### src/rtl/cfgsp_pkg.sv
package cfgsp_pkg;

  typedef logic [7:0] byte_t;

  // Register indices; placement is fixed by the host software contract
  localparam byte_t IX_UNIT_SEL = 8'h07;
  localparam byte_t IX_CHIP_ID  = 8'h20;
  localparam byte_t IX_CHIP_CFG = 8'h21;
  localparam byte_t IX_ACTIVATE = 8'h30;
  localparam byte_t IX_BASE_HI  = 8'h60;
  localparam byte_t IX_BASE_LO  = 8'h61;
  localparam byte_t IX_PIN_SEL  = 8'hF0;
  localparam byte_t IX_PIN_CFG  = 8'hF1;
  localparam byte_t IX_PIN_EVT  = 8'hF2;

  // One bus cycle after port decode
  typedef struct packed {
    logic  idx_wr;
    logic  idx_rd;
    logic  dat_wr;
    logic  dat_rd;
    byte_t idx;
    byte_t wdata;
  } cfg_acc_t;

  function automatic byte_t chip_id_value(input int unsigned variant);
    return (variant == 0) ? 8'hE5 : 8'hE9;
  endfunction

endpackage

### src/rtl/cfgsp_port_decode.sv
module cfgsp_port_decode
  import cfgsp_pkg::*;
#(
  parameter int unsigned ADDR_W    = 16,
  parameter int unsigned PORT_BASE = 32'h2E
) (
  input  logic              clk,
  input  logic              rst_n,
  input  logic [ADDR_W-1:0] io_addr,
  input  byte_t             io_wdata,
  input  logic              io_wr,
  input  logic              io_rd,
  output cfg_acc_t          acc
);

  localparam logic [ADDR_W-1:0] IDX_ADDR = ADDR_W'(PORT_BASE);
  localparam logic [ADDR_W-1:0] DAT_ADDR = ADDR_W'(PORT_BASE + 1);

  logic  hit_idx, hit_dat;
  byte_t idx_q, idx_d;
  logic  idx_en;

  assign hit_idx = (io_addr == IDX_ADDR);
  assign hit_dat = (io_addr == DAT_ADDR);

  // next state of the index latch
  always_comb begin
    idx_en = io_wr && hit_idx;
    idx_d  = idx_q;
    if (idx_en) idx_d = io_wdata;
  end

  always_ff @(posedge clk or negedge rst_n) begin
    if (!rst_n)      idx_q <= '0;
    else if (idx_en) idx_q <= idx_d;
  end

  always_comb begin
    acc.idx_wr = io_wr && hit_idx;
    acc.idx_rd = io_rd && hit_idx;
    acc.dat_wr = io_wr && hit_dat;
    acc.dat_rd = io_rd && hit_dat;
    acc.idx    = idx_q;
    acc.wdata  = io_wdata;
  end


  idx_load_chk: assert property (@(posedge clk) disable iff (!rst_n)
    (io_wr && io_addr == IDX_ADDR) |=> (acc.idx == $past(io_wdata)));


  idx_hold_chk: assert property (@(posedge clk) disable iff (!rst_n)
    !(io_wr && io_addr == IDX_ADDR) |=> $stable(acc.idx));

endmodule

### src/rtl/cfgsp_global_regs.sv
module cfgsp_global_regs
  import cfgsp_pkg::*;
#(
  parameter int unsigned ID_VARIANT = 0
) (
  input  logic     clk,
  input  logic     rst_n,
  input  cfg_acc_t acc,
  output byte_t    chip_cfg,
  output byte_t    unit_sel,
  output byte_t    rdata
);

  localparam byte_t ID_BYTE = chip_id_value(ID_VARIANT);

  byte_t cfg_q, cfg_d, sel_q, sel_d;
  logic  cfg_en, sel_en;

  always_comb begin
    cfg_en = acc.dat_wr && (acc.idx == IX_CHIP_CFG);
    sel_en = acc.dat_wr && (acc.idx == IX_UNIT_SEL);
    cfg_d  = cfg_en ? acc.wdata : cfg_q;
    sel_d  = sel_en ? acc.wdata : sel_q;
  end

  always_ff @(posedge clk or negedge rst_n) begin
    if (!rst_n) begin
      cfg_q <= '0;
      sel_q <= '0;
    end else begin
      if (cfg_en) cfg_q <= cfg_d;
      if (sel_en) sel_q <= sel_d;
    end
  end

  always_comb begin
    unique case (acc.idx)
      IX_CHIP_ID:  rdata = ID_BYTE;
      IX_CHIP_CFG: rdata = cfg_q;
      IX_UNIT_SEL: rdata = sel_q;
      default:     rdata = '0;
    endcase
  end

  assign chip_cfg = cfg_q;
  assign unit_sel = sel_q;


  sel_only_by_write_chk: assert property (@(posedge clk) disable iff (!rst_n)
    !(acc.dat_wr && acc.idx == IX_UNIT_SEL) |=> $stable(unit_sel));


  cfg_write_chk: assert property (@(posedge clk) disable iff (!rst_n)
    (acc.dat_wr && acc.idx == IX_CHIP_CFG) |=> (chip_cfg == $past(acc.wdata)));

endmodule

### src/rtl/cfgsp_unit_bank.sv
module cfgsp_unit_bank
  import cfgsp_pkg::*;
#(
  parameter int unsigned NUM_UNITS = 16,
  parameter int unsigned GPIO_UNIT = 7
) (
  input  logic        clk,
  input  logic        rst_n,
  input  cfg_acc_t    acc,
  input  byte_t       unit_sel,
  output byte_t       rdata,
  output logic [15:0] gpio_base,
  output byte_t       gpio_act
);

  localparam byte_t GPIO_SEL = byte_t'(GPIO_UNIT);

  byte_t act_q [NUM_UNITS];
  byte_t bhi_q [NUM_UNITS];
  byte_t blo_q [NUM_UNITS];

  logic unit_ok;
  logic wr_act, wr_bhi, wr_blo;

  assign unit_ok = (unit_sel < byte_t'(NUM_UNITS));

  always_comb begin
    wr_act = acc.dat_wr && unit_ok && (acc.idx == IX_ACTIVATE);
    wr_bhi = acc.dat_wr && unit_ok && (acc.idx == IX_BASE_HI);
    wr_blo = acc.dat_wr && unit_ok && (acc.idx == IX_BASE_LO);
  end

  for (genvar u = 0; u < NUM_UNITS; u++) begin : g_unit
    logic  hit;
    logic  en_act, en_bhi, en_blo;
    byte_t act_d, bhi_d, blo_d;

    assign hit = (unit_sel == byte_t'(u));

    always_comb begin
      en_act = wr_act && hit;
      en_bhi = wr_bhi && hit;
      en_blo = wr_blo && hit;
      act_d  = en_act ? acc.wdata : act_q[u];
      bhi_d  = en_bhi ? acc.wdata : bhi_q[u];
      blo_d  = en_blo ? acc.wdata : blo_q[u];
    end

    always_ff @(posedge clk or negedge rst_n) begin
      if (!rst_n) begin
        act_q[u] <= '0;
        bhi_q[u] <= '0;
        blo_q[u] <= '0;
      end else begin
        if (en_act) act_q[u] <= act_d;
        if (en_bhi) bhi_q[u] <= bhi_d;
        if (en_blo) blo_q[u] <= blo_d;
      end
    end
  end

  // read mux over the selected bank
  always_comb begin
    byte_t act_s, bhi_s, blo_s;
    act_s = '0;
    bhi_s = '0;
    blo_s = '0;
    for (int u = 0; u < NUM_UNITS; u++) begin
      if (unit_sel == byte_t'(u)) begin
        act_s = act_q[u];
        bhi_s = bhi_q[u];
        blo_s = blo_q[u];
      end
    end
    unique case (acc.idx)
      IX_ACTIVATE: rdata = act_s;
      IX_BASE_HI:  rdata = bhi_s;
      IX_BASE_LO:  rdata = blo_s;
      default:     rdata = '0;
    endcase
  end

  assign gpio_base = {bhi_q[GPIO_UNIT], blo_q[GPIO_UNIT]};
  assign gpio_act  = act_q[GPIO_UNIT];


  gpio_base_hi_chk: assert property (@(posedge clk) disable iff (!rst_n)
    (acc.dat_wr && acc.idx == IX_BASE_HI && unit_sel == GPIO_SEL)
      |=> (gpio_base[15:8] == $past(acc.wdata)));


  other_bank_chk: assert property (@(posedge clk) disable iff (!rst_n)
    (acc.dat_wr && unit_sel != GPIO_SEL) |=> ($stable(gpio_base) && $stable(gpio_act)));

endmodule

### src/rtl/cfgsp_pin_store.sv
module cfgsp_pin_store
  import cfgsp_pkg::*;
#(
  parameter int unsigned NUM_PINS  = 32,
  parameter int unsigned GPIO_UNIT = 7
) (
  input  logic     clk,
  input  logic     rst_n,
  input  cfg_acc_t acc,
  input  byte_t    unit_sel,
  output byte_t    rdata
);

  localparam int unsigned NUM_PORTS = NUM_PINS / 8;
  localparam int unsigned PORT_W    = (NUM_PORTS > 1) ? $clog2(NUM_PORTS) : 1;
  localparam int unsigned PIN_W     = PORT_W + 3;
  localparam byte_t       GPIO_SEL  = byte_t'(GPIO_UNIT);

  logic [PORT_W-1:0] port_q, port_d;
  logic [2:0]        bit_q, bit_d;
  logic              sel_en;
  logic              gpio_on;
  logic [PIN_W-1:0]  pin_idx;
  byte_t             sel_byte;

  byte_t cfg_q [NUM_PINS];
  byte_t evt_q [NUM_PINS];
  byte_t cfg_cur, evt_cur;

  assign gpio_on = (unit_sel == GPIO_SEL);
  assign pin_idx = {port_q, bit_q};

  always_comb begin
    sel_en = acc.dat_wr && gpio_on && (acc.idx == IX_PIN_SEL);
    port_d = sel_en ? acc.wdata[4 +: PORT_W] : port_q;
    bit_d  = sel_en ? acc.wdata[2:0] : bit_q;
  end

  always_ff @(posedge clk or negedge rst_n) begin
    if (!rst_n) begin
      port_q <= '0;
      bit_q  <= '0;
    end else if (sel_en) begin
      port_q <= port_d;
      bit_q  <= bit_d;
    end
  end

  for (genvar p = 0; p < NUM_PINS; p++) begin : g_pin
    logic  here;
    logic  en_cfg, en_evt;
    byte_t cfg_d, evt_d;

    assign here = (pin_idx == PIN_W'(p));

    always_comb begin
      en_cfg = acc.dat_wr && gpio_on && here && (acc.idx == IX_PIN_CFG);
      en_evt = acc.dat_wr && gpio_on && here && (acc.idx == IX_PIN_EVT);
      cfg_d  = en_cfg ? acc.wdata : cfg_q[p];
      evt_d  = en_evt ? acc.wdata : evt_q[p];
    end

    always_ff @(posedge clk or negedge rst_n) begin
      if (!rst_n) begin
        cfg_q[p] <= '0;
        evt_q[p] <= '0;
      end else begin
        if (en_cfg) cfg_q[p] <= cfg_d;
        if (en_evt) evt_q[p] <= evt_d;
      end
    end
  end

  always_comb begin
    sel_byte = '0;
    sel_byte[4 +: PORT_W] = port_q;
    sel_byte[2:0]         = bit_q;
  end

  assign cfg_cur = cfg_q[pin_idx];
  assign evt_cur = evt_q[pin_idx];

  always_comb begin
    rdata = '0;
    if (gpio_on) begin
      unique case (acc.idx)
        IX_PIN_SEL: rdata = sel_byte;
        IX_PIN_CFG: rdata = cfg_cur;
        IX_PIN_EVT: rdata = evt_cur;
        default:    rdata = '0;
      endcase
    end
  end


  pin_cfg_write_chk: assert property (@(posedge clk) disable iff (!rst_n)
    (acc.dat_wr && gpio_on && acc.idx == IX_PIN_CFG) |=> (cfg_cur == $past(acc.wdata)));


  pin_sel_guard_chk: assert property (@(posedge clk) disable iff (!rst_n)
    (acc.dat_wr && !gpio_on) |=> $stable(pin_idx));

endmodule

### src/rtl/cfg_index_space.sv
module cfg_index_space
  import cfgsp_pkg::*;
#(
  parameter int unsigned ADDR_W     = 16,
  parameter int unsigned PORT_BASE  = 32'h2E,
  parameter int unsigned ID_VARIANT = 0,
  parameter int unsigned NUM_UNITS  = 16,
  parameter int unsigned GPIO_UNIT  = 7,
  parameter int unsigned NUM_PINS   = 32
) (
  input  logic              clk,
  input  logic              rst_n,
  input  logic [ADDR_W-1:0] io_addr,
  input  logic [7:0]        io_wdata,
  input  logic              io_wr,
  input  logic              io_rd,
  output logic [7:0]        io_rdata,
  output logic [15:0]       gpio_base,
  output logic              gpio_en
);

  localparam byte_t ID_BYTE = chip_id_value(ID_VARIANT);

  logic     rst_meta_q, rst_sync_q;
  cfg_acc_t acc;
  byte_t    chip_cfg, unit_sel, gpio_act;
  byte_t    rd_glob, rd_bank, rd_pin;

  // asynchronous assertion, synchronous release
  always_ff @(posedge clk or negedge rst_n) begin
    if (!rst_n) begin
      rst_meta_q <= 1'b0;
      rst_sync_q <= 1'b0;
    end else begin
      rst_meta_q <= 1'b1;
      rst_sync_q <= rst_meta_q;
    end
  end

  cfgsp_port_decode #(
    .ADDR_W    (ADDR_W),
    .PORT_BASE (PORT_BASE)
  ) u_decode (
    .clk      (clk),
    .rst_n    (rst_sync_q),
    .io_addr  (io_addr),
    .io_wdata (io_wdata),
    .io_wr    (io_wr),
    .io_rd    (io_rd),
    .acc      (acc)
  );

  cfgsp_global_regs #(
    .ID_VARIANT (ID_VARIANT)
  ) u_global (
    .clk      (clk),
    .rst_n    (rst_sync_q),
    .acc      (acc),
    .chip_cfg (chip_cfg),
    .unit_sel (unit_sel),
    .rdata    (rd_glob)
  );

  cfgsp_unit_bank #(
    .NUM_UNITS (NUM_UNITS),
    .GPIO_UNIT (GPIO_UNIT)
  ) u_bank (
    .clk       (clk),
    .rst_n     (rst_sync_q),
    .acc       (acc),
    .unit_sel  (unit_sel),
    .rdata     (rd_bank),
    .gpio_base (gpio_base),
    .gpio_act  (gpio_act)
  );

  cfgsp_pin_store #(
    .NUM_PINS  (NUM_PINS),
    .GPIO_UNIT (GPIO_UNIT)
  ) u_pins (
    .clk      (clk),
    .rst_n    (rst_sync_q),
    .acc      (acc),
    .unit_sel (unit_sel),
    .rdata    (rd_pin)
  );

  // each source returns zero outside its own indices
  always_comb begin
    io_rdata = '0;
    if (acc.idx_rd)      io_rdata = acc.idx;
    else if (acc.dat_rd) io_rdata = rd_glob | rd_bank | rd_pin;
  end

  assign gpio_en = chip_cfg[0] && (gpio_act != '0);


  idle_read_zero_chk: assert property (@(posedge clk) disable iff (!rst_sync_q)
    !io_rd |-> (io_rdata == '0));


  chip_id_chk: assert property (@(posedge clk) disable iff (!rst_sync_q)
    (acc.dat_rd && acc.idx == IX_CHIP_ID) |-> (io_rdata == ID_BYTE));


  gpio_en_cause_chk: assert property (@(posedge clk) disable iff (!rst_sync_q)
    $rose(gpio_en) |-> $past(acc.dat_wr));

endmodule

### config.mk
export PLATFORM = sky130hd
export DESIGN_NAME = cfg_index_space
export DESIGN_NICKNAME = d
export VERILOG_FILES = /design/src/rtl/cfgsp_pkg.sv /design/src/rtl/cfgsp_port_decode.sv /design/src/rtl/cfgsp_global_regs.sv /design/src/rtl/cfgsp_unit_bank.sv /design/src/rtl/cfgsp_pin_store.sv /design/src/rtl/cfg_index_space.sv
export SDC_FILE = /design/constraint.sdc
export NUM_CORES = 2
export LEC_CHECK = 0
export BUFFER_PORTS_ARGS = -buffer_cell sky130_fd_sc_hd__buf_2
export CORE_AREA = 2 2 288 319
export CTS_BUF_LIST = sky130_fd_sc_hd__clkbuf_2 sky130_fd_sc_hd__clkbuf_4 sky130_fd_sc_hd__clkbuf_8
export DETAILED_ROUTE_END_ITERATION = 10
export DIE_AREA = 0 0 290 321
export GPL_TIMING_DRIVEN = 0
export PLACE_DENSITY = 0.71
export SETUP_SLACK_MARGIN = 0.1
export SYNTH_ARGS = -nofsm -noshare
export SYNTH_HDL_FRONTEND = slang
export SYNTH_HIERARCHICAL = 1
export SYNTH_SLANG_ARGS = --single-unit
### constraint.sdc
create_clock -name clk -period 34 [get_ports clk]
set_input_delay 6.8 -clock clk [delete_from_list [all_inputs] [get_ports clk]]
set_output_delay 6.8 -clock clk [all_outputs]
set_load 0.005 [all_outputs]
# == Word-level counts from Yosys, hierarchy flattened ==
# Index checks and enable logic that the tools add are counted.
# op_classes
n_lt_le_gt_ge,2
eq_ne,57
n_mux,60
bitwise,3
n_reduce_logical,160
# op_table
cell,count
8-bit 2-to-1 mux,55
1-bit logical AND,157
8-bit binary-select mux with 5-bit select,2
"5-bit equality test, second input constant",16
8-bit case mux with 3 select lines,3
"8-bit by 4-bit equality test with 1-bit output, second input constant",8
"5-bit by 4-bit equality test with 1-bit output, second input constant",8
"8-bit by 3-bit equality test with 1-bit output, second input constant",5
"16-bit by 6-bit equality test with 1-bit output, second input constant",2
"8-bit by 6-bit equality test with 1-bit output, second input constant",3
"8-bit equality test, second input constant",3
"5-bit by 3-bit equality test with 1-bit output, second input constant",4
"8-bit by 2-bit equality test with 1-bit output, second input constant",2
"8-bit by 7-bit equality test with 1-bit output, second input constant",2
8-bit bitwise OR,2
"5-bit by 2-bit equality test with 1-bit output, second input constant",2
"8-bit by 1-bit equality test with 1-bit output, second input constant",1
8-bit logical NOT,1
"8-bit by 5-bit < comparator with 1-bit output, second input constant",1
8-bit nonzero test,1
"6-bit greater-or-equal comparator, second input constant",1
5-bit inverter with 6-bit output,1
"5-bit by 1-bit equality test with 1-bit output, second input constant",1
5-bit logical NOT,1
# word_totals
reg_bits,927
input_bits,28
elab_cells,401

# == Depth between registers and ports, before layout ==
# logic_depth
word_depth,22
depth_mapped,13
ltp_nobuf,9

# == Modules after synthesis ==
# Netlist, hierarchy kept.
# modules_own_cells
mod,instances,cells_each,area_per_inst_um2,seq_area_each_um2
cfgsp_pin_store,1,1566,24230.7,12937.4
cfgsp_unit_bank,1,1484,18768.0,9609.2
cfgsp_global_regs,1,64,840.8,400.4
cfgsp_port_decode,1,39,457.9,200.2
cfg_index_space,1,32,239.0,50.0

# == Worst setup path after synthesis ==
# Ideal clock, no wire load.
# synth_path
path_type,input to output
from,input port io_addr[11]
to,output port io_rdata[0]
arrival_time_ns,8.023
path_slack_ns,19.177
cell_stages,7
path_cell_list,nor4_1 > nand4_1 > or2_2 > nor2_1 > buf_6 > nand2b_4 > o21ai_2
# synth_rtl
element,line,text
start: declaration,cfg_index_space.sv:13,"input logic [ADDR_W-1:0] io_addr,"
end: declaration,cfg_index_space.sv:17,"output logic [7:0] io_rdata,"

==> summary.md <==
| Metric | Value |
|---|---|
| Slew headroom | `under 10%` |
| Worst-skew pair later-pin latency | `approximately 840 ps` |
| Routed length on met3 | `between 15 and 20 mm` |
| Highest metal used | `met5` |
| Detail Route Antenna Nets | `0` |
| Max_cap viols | `0` |
| Reg-to-Reg End | `u_bank/act_q[28]` |
| Setup crit end kind | `primary output` |
| CTS H-tree depth | `4` |
| Vias per cell | `~6.6` |
| Post-Syn Instances | `around 3,200` |
| CTS tree | `built` |
| Syn_nets | `approximately 3,200` |
| Final Setup Violations | `0` |
| Clock Tree Root | `clkbuf_8` |
| Initial antenna violation count | `10` |
| Worst Path Class, Setup | `in2out` |
| Cell family with the largest share of critical-path delay | `simple AND/OR/NAND/NOR gates` |
| Status | `complete, but fails checks` |
| Final period utilization | `approximately 45%` |
| CTS Hold Bufs | `0` |
| Gp weighted congestion | `approximately 1.1` |
| First-pass GRT wire length | `around 230 mm` |
| DP Wirelength | `between 100 and 150 mm` |
| Actual slew at the worst max-slew pin | `around 1400 ps` |
| Routed length on met1 | `57.59 mm` |
| CTS max path bufs | `3` |
| Syn Area/Cell | `roughly 14 um^2` |
| Nets@finish | `3,438` |
| Reg clk slew, reported paths | `60 ps` |
| Setup TNS | `0 ps` |
| Share of layout cells above drive strength 1 | `a little under half` |
| Critical path destination | `io_rdata[7]` |
| Reg2Reg Launch Point | `u_global/unit_sel[5]` |
| Fin cells | `4,701` |
| Row cnt | `around 120` |
| Max Fclk | `approximately 66 MHz` |
| DR DRC count | `1` |
| Fin. max-slew vios | `0` |
| Worst reg2reg path depth | `5` |
| Net Switching | `~0.52 mW` |
| DR iter-0 viols | `a little under 4,000` |
| Yosys warnings | `6` |
| Peak supply drop | `37.46 uV` |
| R2R Setup Slk | `just over 30,000 ps` |
| Tightest Hold Check Type | `reg2async` |
| Post-CTS Resized | `0` |
| Core area | `90,130 um^2` |
| Endpoints failing hold | `0` |
| Worst path max stage delay | `around 320 ps` |
| Initial DRT Pass Iterations | `9` |
| WP data required | `~27,000 ps` |
| CP Buf/Inv Count | `3` |
| Area grow syn2layout | `12.14%` |
| Die span in x | `290 um` |
| Largest net degree at the start of global routing | `73` |
| GR Util All Layers | `34.00%` |
| Area of the die | `between 90,000 and 100,000 um^2` |
| Area post-placement | `roughly 47,000 um^2` |
| Initial core utilization | `49.40%` |
| Clock skew | `approximately 45 ps` |
| Switching share of total power | `about a quarter` |
| Via count | `around 31,000` |
| Mapped cell area | `~45,000 um^2` |
| I/O pin count | `53` |
| TritonCTS Buffers | `around 150` |
| Total Wirelength | `158.2 mm` |
| CP Data Arrival Time | `8380 ps` |
| Total global routing overflow | `0` |
| Met2 Wirelength | `~72 mm` |
| Crit-path cells | `buf_2, nor4b_2, nand4_1, or2_2, nor2_1, buf_6, nand2b_4, o21ai_2, buf_2` |
| CP Launch Point | `io_addr[7]` |
| Vias in the first global route | `roughly 32,000` |
| Gate power share | `roughly 3.1%` |
| Design internal power | `between 1.5 and 2 mW` |
| Slowest-stage cell, CP | `or2_2` |
| IO buf count | `52` |
| PD cells | `approximately 44 nW/um^2` |
| Overall Power | `between 2 and 2.5 mW` |
| Crit path top cell by count | `buf_2` |
| Post-DR wirelength/cell | `33.64 um` |
| Setup bufs post-CTS | `0` |
| Startpoint types | `input pin` |
| Placed instance count | `4,434` |
| Flop pwr share | `49.8%` |
| Design area | `between 40,000 and 50,000 um^2` |
| CTS Sinks | `927` |
| Worst path depth | `9` |
| Proportion of power drawn by the clock network | `a little under half` |
| Violated checks | `design-rule violations` |
| Die Y | `roughly 320 um` |
| Static Leakage | `~24 nW` |
| Post-route minimum period | `15,180 ps` |
| Unrepaired setup endpoints after global routing | `false` |
| Maximum fanout along the worst path | `9` |
==> layout make-up <==
class / instances / area, um^2
antenna: 2 / 5.005
inverter: 16 / 60.06
fill: 7447 / 40190
buffer: 267 / 1395
clock buffer: 240 / 2972
sequential: 927 / 23200
clock inverter: 25 / 255.2
tap: 1180 / 1476
timing repair buffer: 70 / 695.7
multi-input combinational: 1974 / 19880
==> worst min path at each step <==
stage | endpoint | cells past startpoint
floorplan | rst_sync_q | 0
global placement | rst_sync_q | 0
detailed placement | u_pins/evt_q[57] | 0
CTS | u_pins/evt_q[57] | 0
global route | u_pins/evt_q[57] | 0
finish | u_pins/evt_q[57] | 0
==> power by group through the flow <==
| stage | clock network [mW] | registers (mW) | logic (mW) |
|---|---|---|---|
| final | 1.04 | 1.10 | 0.0688 |
| after global routing | 1.11 | 1.10 | 0.0722 |
| after CTS | 1.06 | 1.10 | 0.0673 |
| after detailed placement | 0 | 1.12 | 0.0672 |
| after global placement | 0 | 1.15 | 0.0394 |
| after floorplan | 0 | 1.14 | 0.0132 |
==> layout by cell type (no fill, tap or decap), types with 13 or more instances in the layout <==
cell / n
o22ai_1: 28
a21oi_1: 68
nor2b_1: 18
mux4_2: 146
nand2_1: 133
inv_1: 15
a22oi_1: 31
nor2_2: 37
mux2_1: 34
mux2_2: 894
buf_1: 13
clkbuf_1: 130
nor2_1: 58
clkbuf_4: 53
buf_4: 53
nor2_4: 30
mux2_4: 16
nor3_1: 25
mux2i_1: 65
nand3_1: 40
clkbuf_8: 187
buf_2: 109
o221ai_1: 21
o21ai_0: 92
dfrtp_1: 926
==> metrics by stage <==
stage                     hold WS (ps)  worst slack [ps]  utilization [%]
after CTS                        324.7             18820            55.40
final                            295.6             18820            55.40
after floorplan                  331.2              6247                -
after global routing             357.5             18670            55.40
after detailed placement         322.4             18820            51.82
after global placement           335.4             -4970            51.33
==> layer usage <==
| metal | vias to the layer above | track usage [%] |
|---|---|---|
| li1 | 12260 | - |
| met1 | 16180 | 41.53 |
| met2 | 1927 | 52.76 |
| met3 | 637 | 8.451 |
| met4 | 8 | 25.06 |
| met5 | - | 0 |
==> registers in the layout, indices dropped and copies added, names as in the netlist <==
signal / cells
u_bank/act_q: 120
u_bank/gpio_base: 16
u_pins/port_q: 2
u_bank/blo_q: 120
rst_meta_q: 1
u_pins/evt_q: 256
u_bank/bhi_q: 120
u_pins/bit_q: 3
rst_sync_q: 1
u_bank/gpio_act: 8
u_global/unit_sel: 8
u_global/chip_cfg: 8
u_decode/idx_q: 8
u_pins/cfg_q: 256
Note: power is estimated with default switching activity, not from simulation.
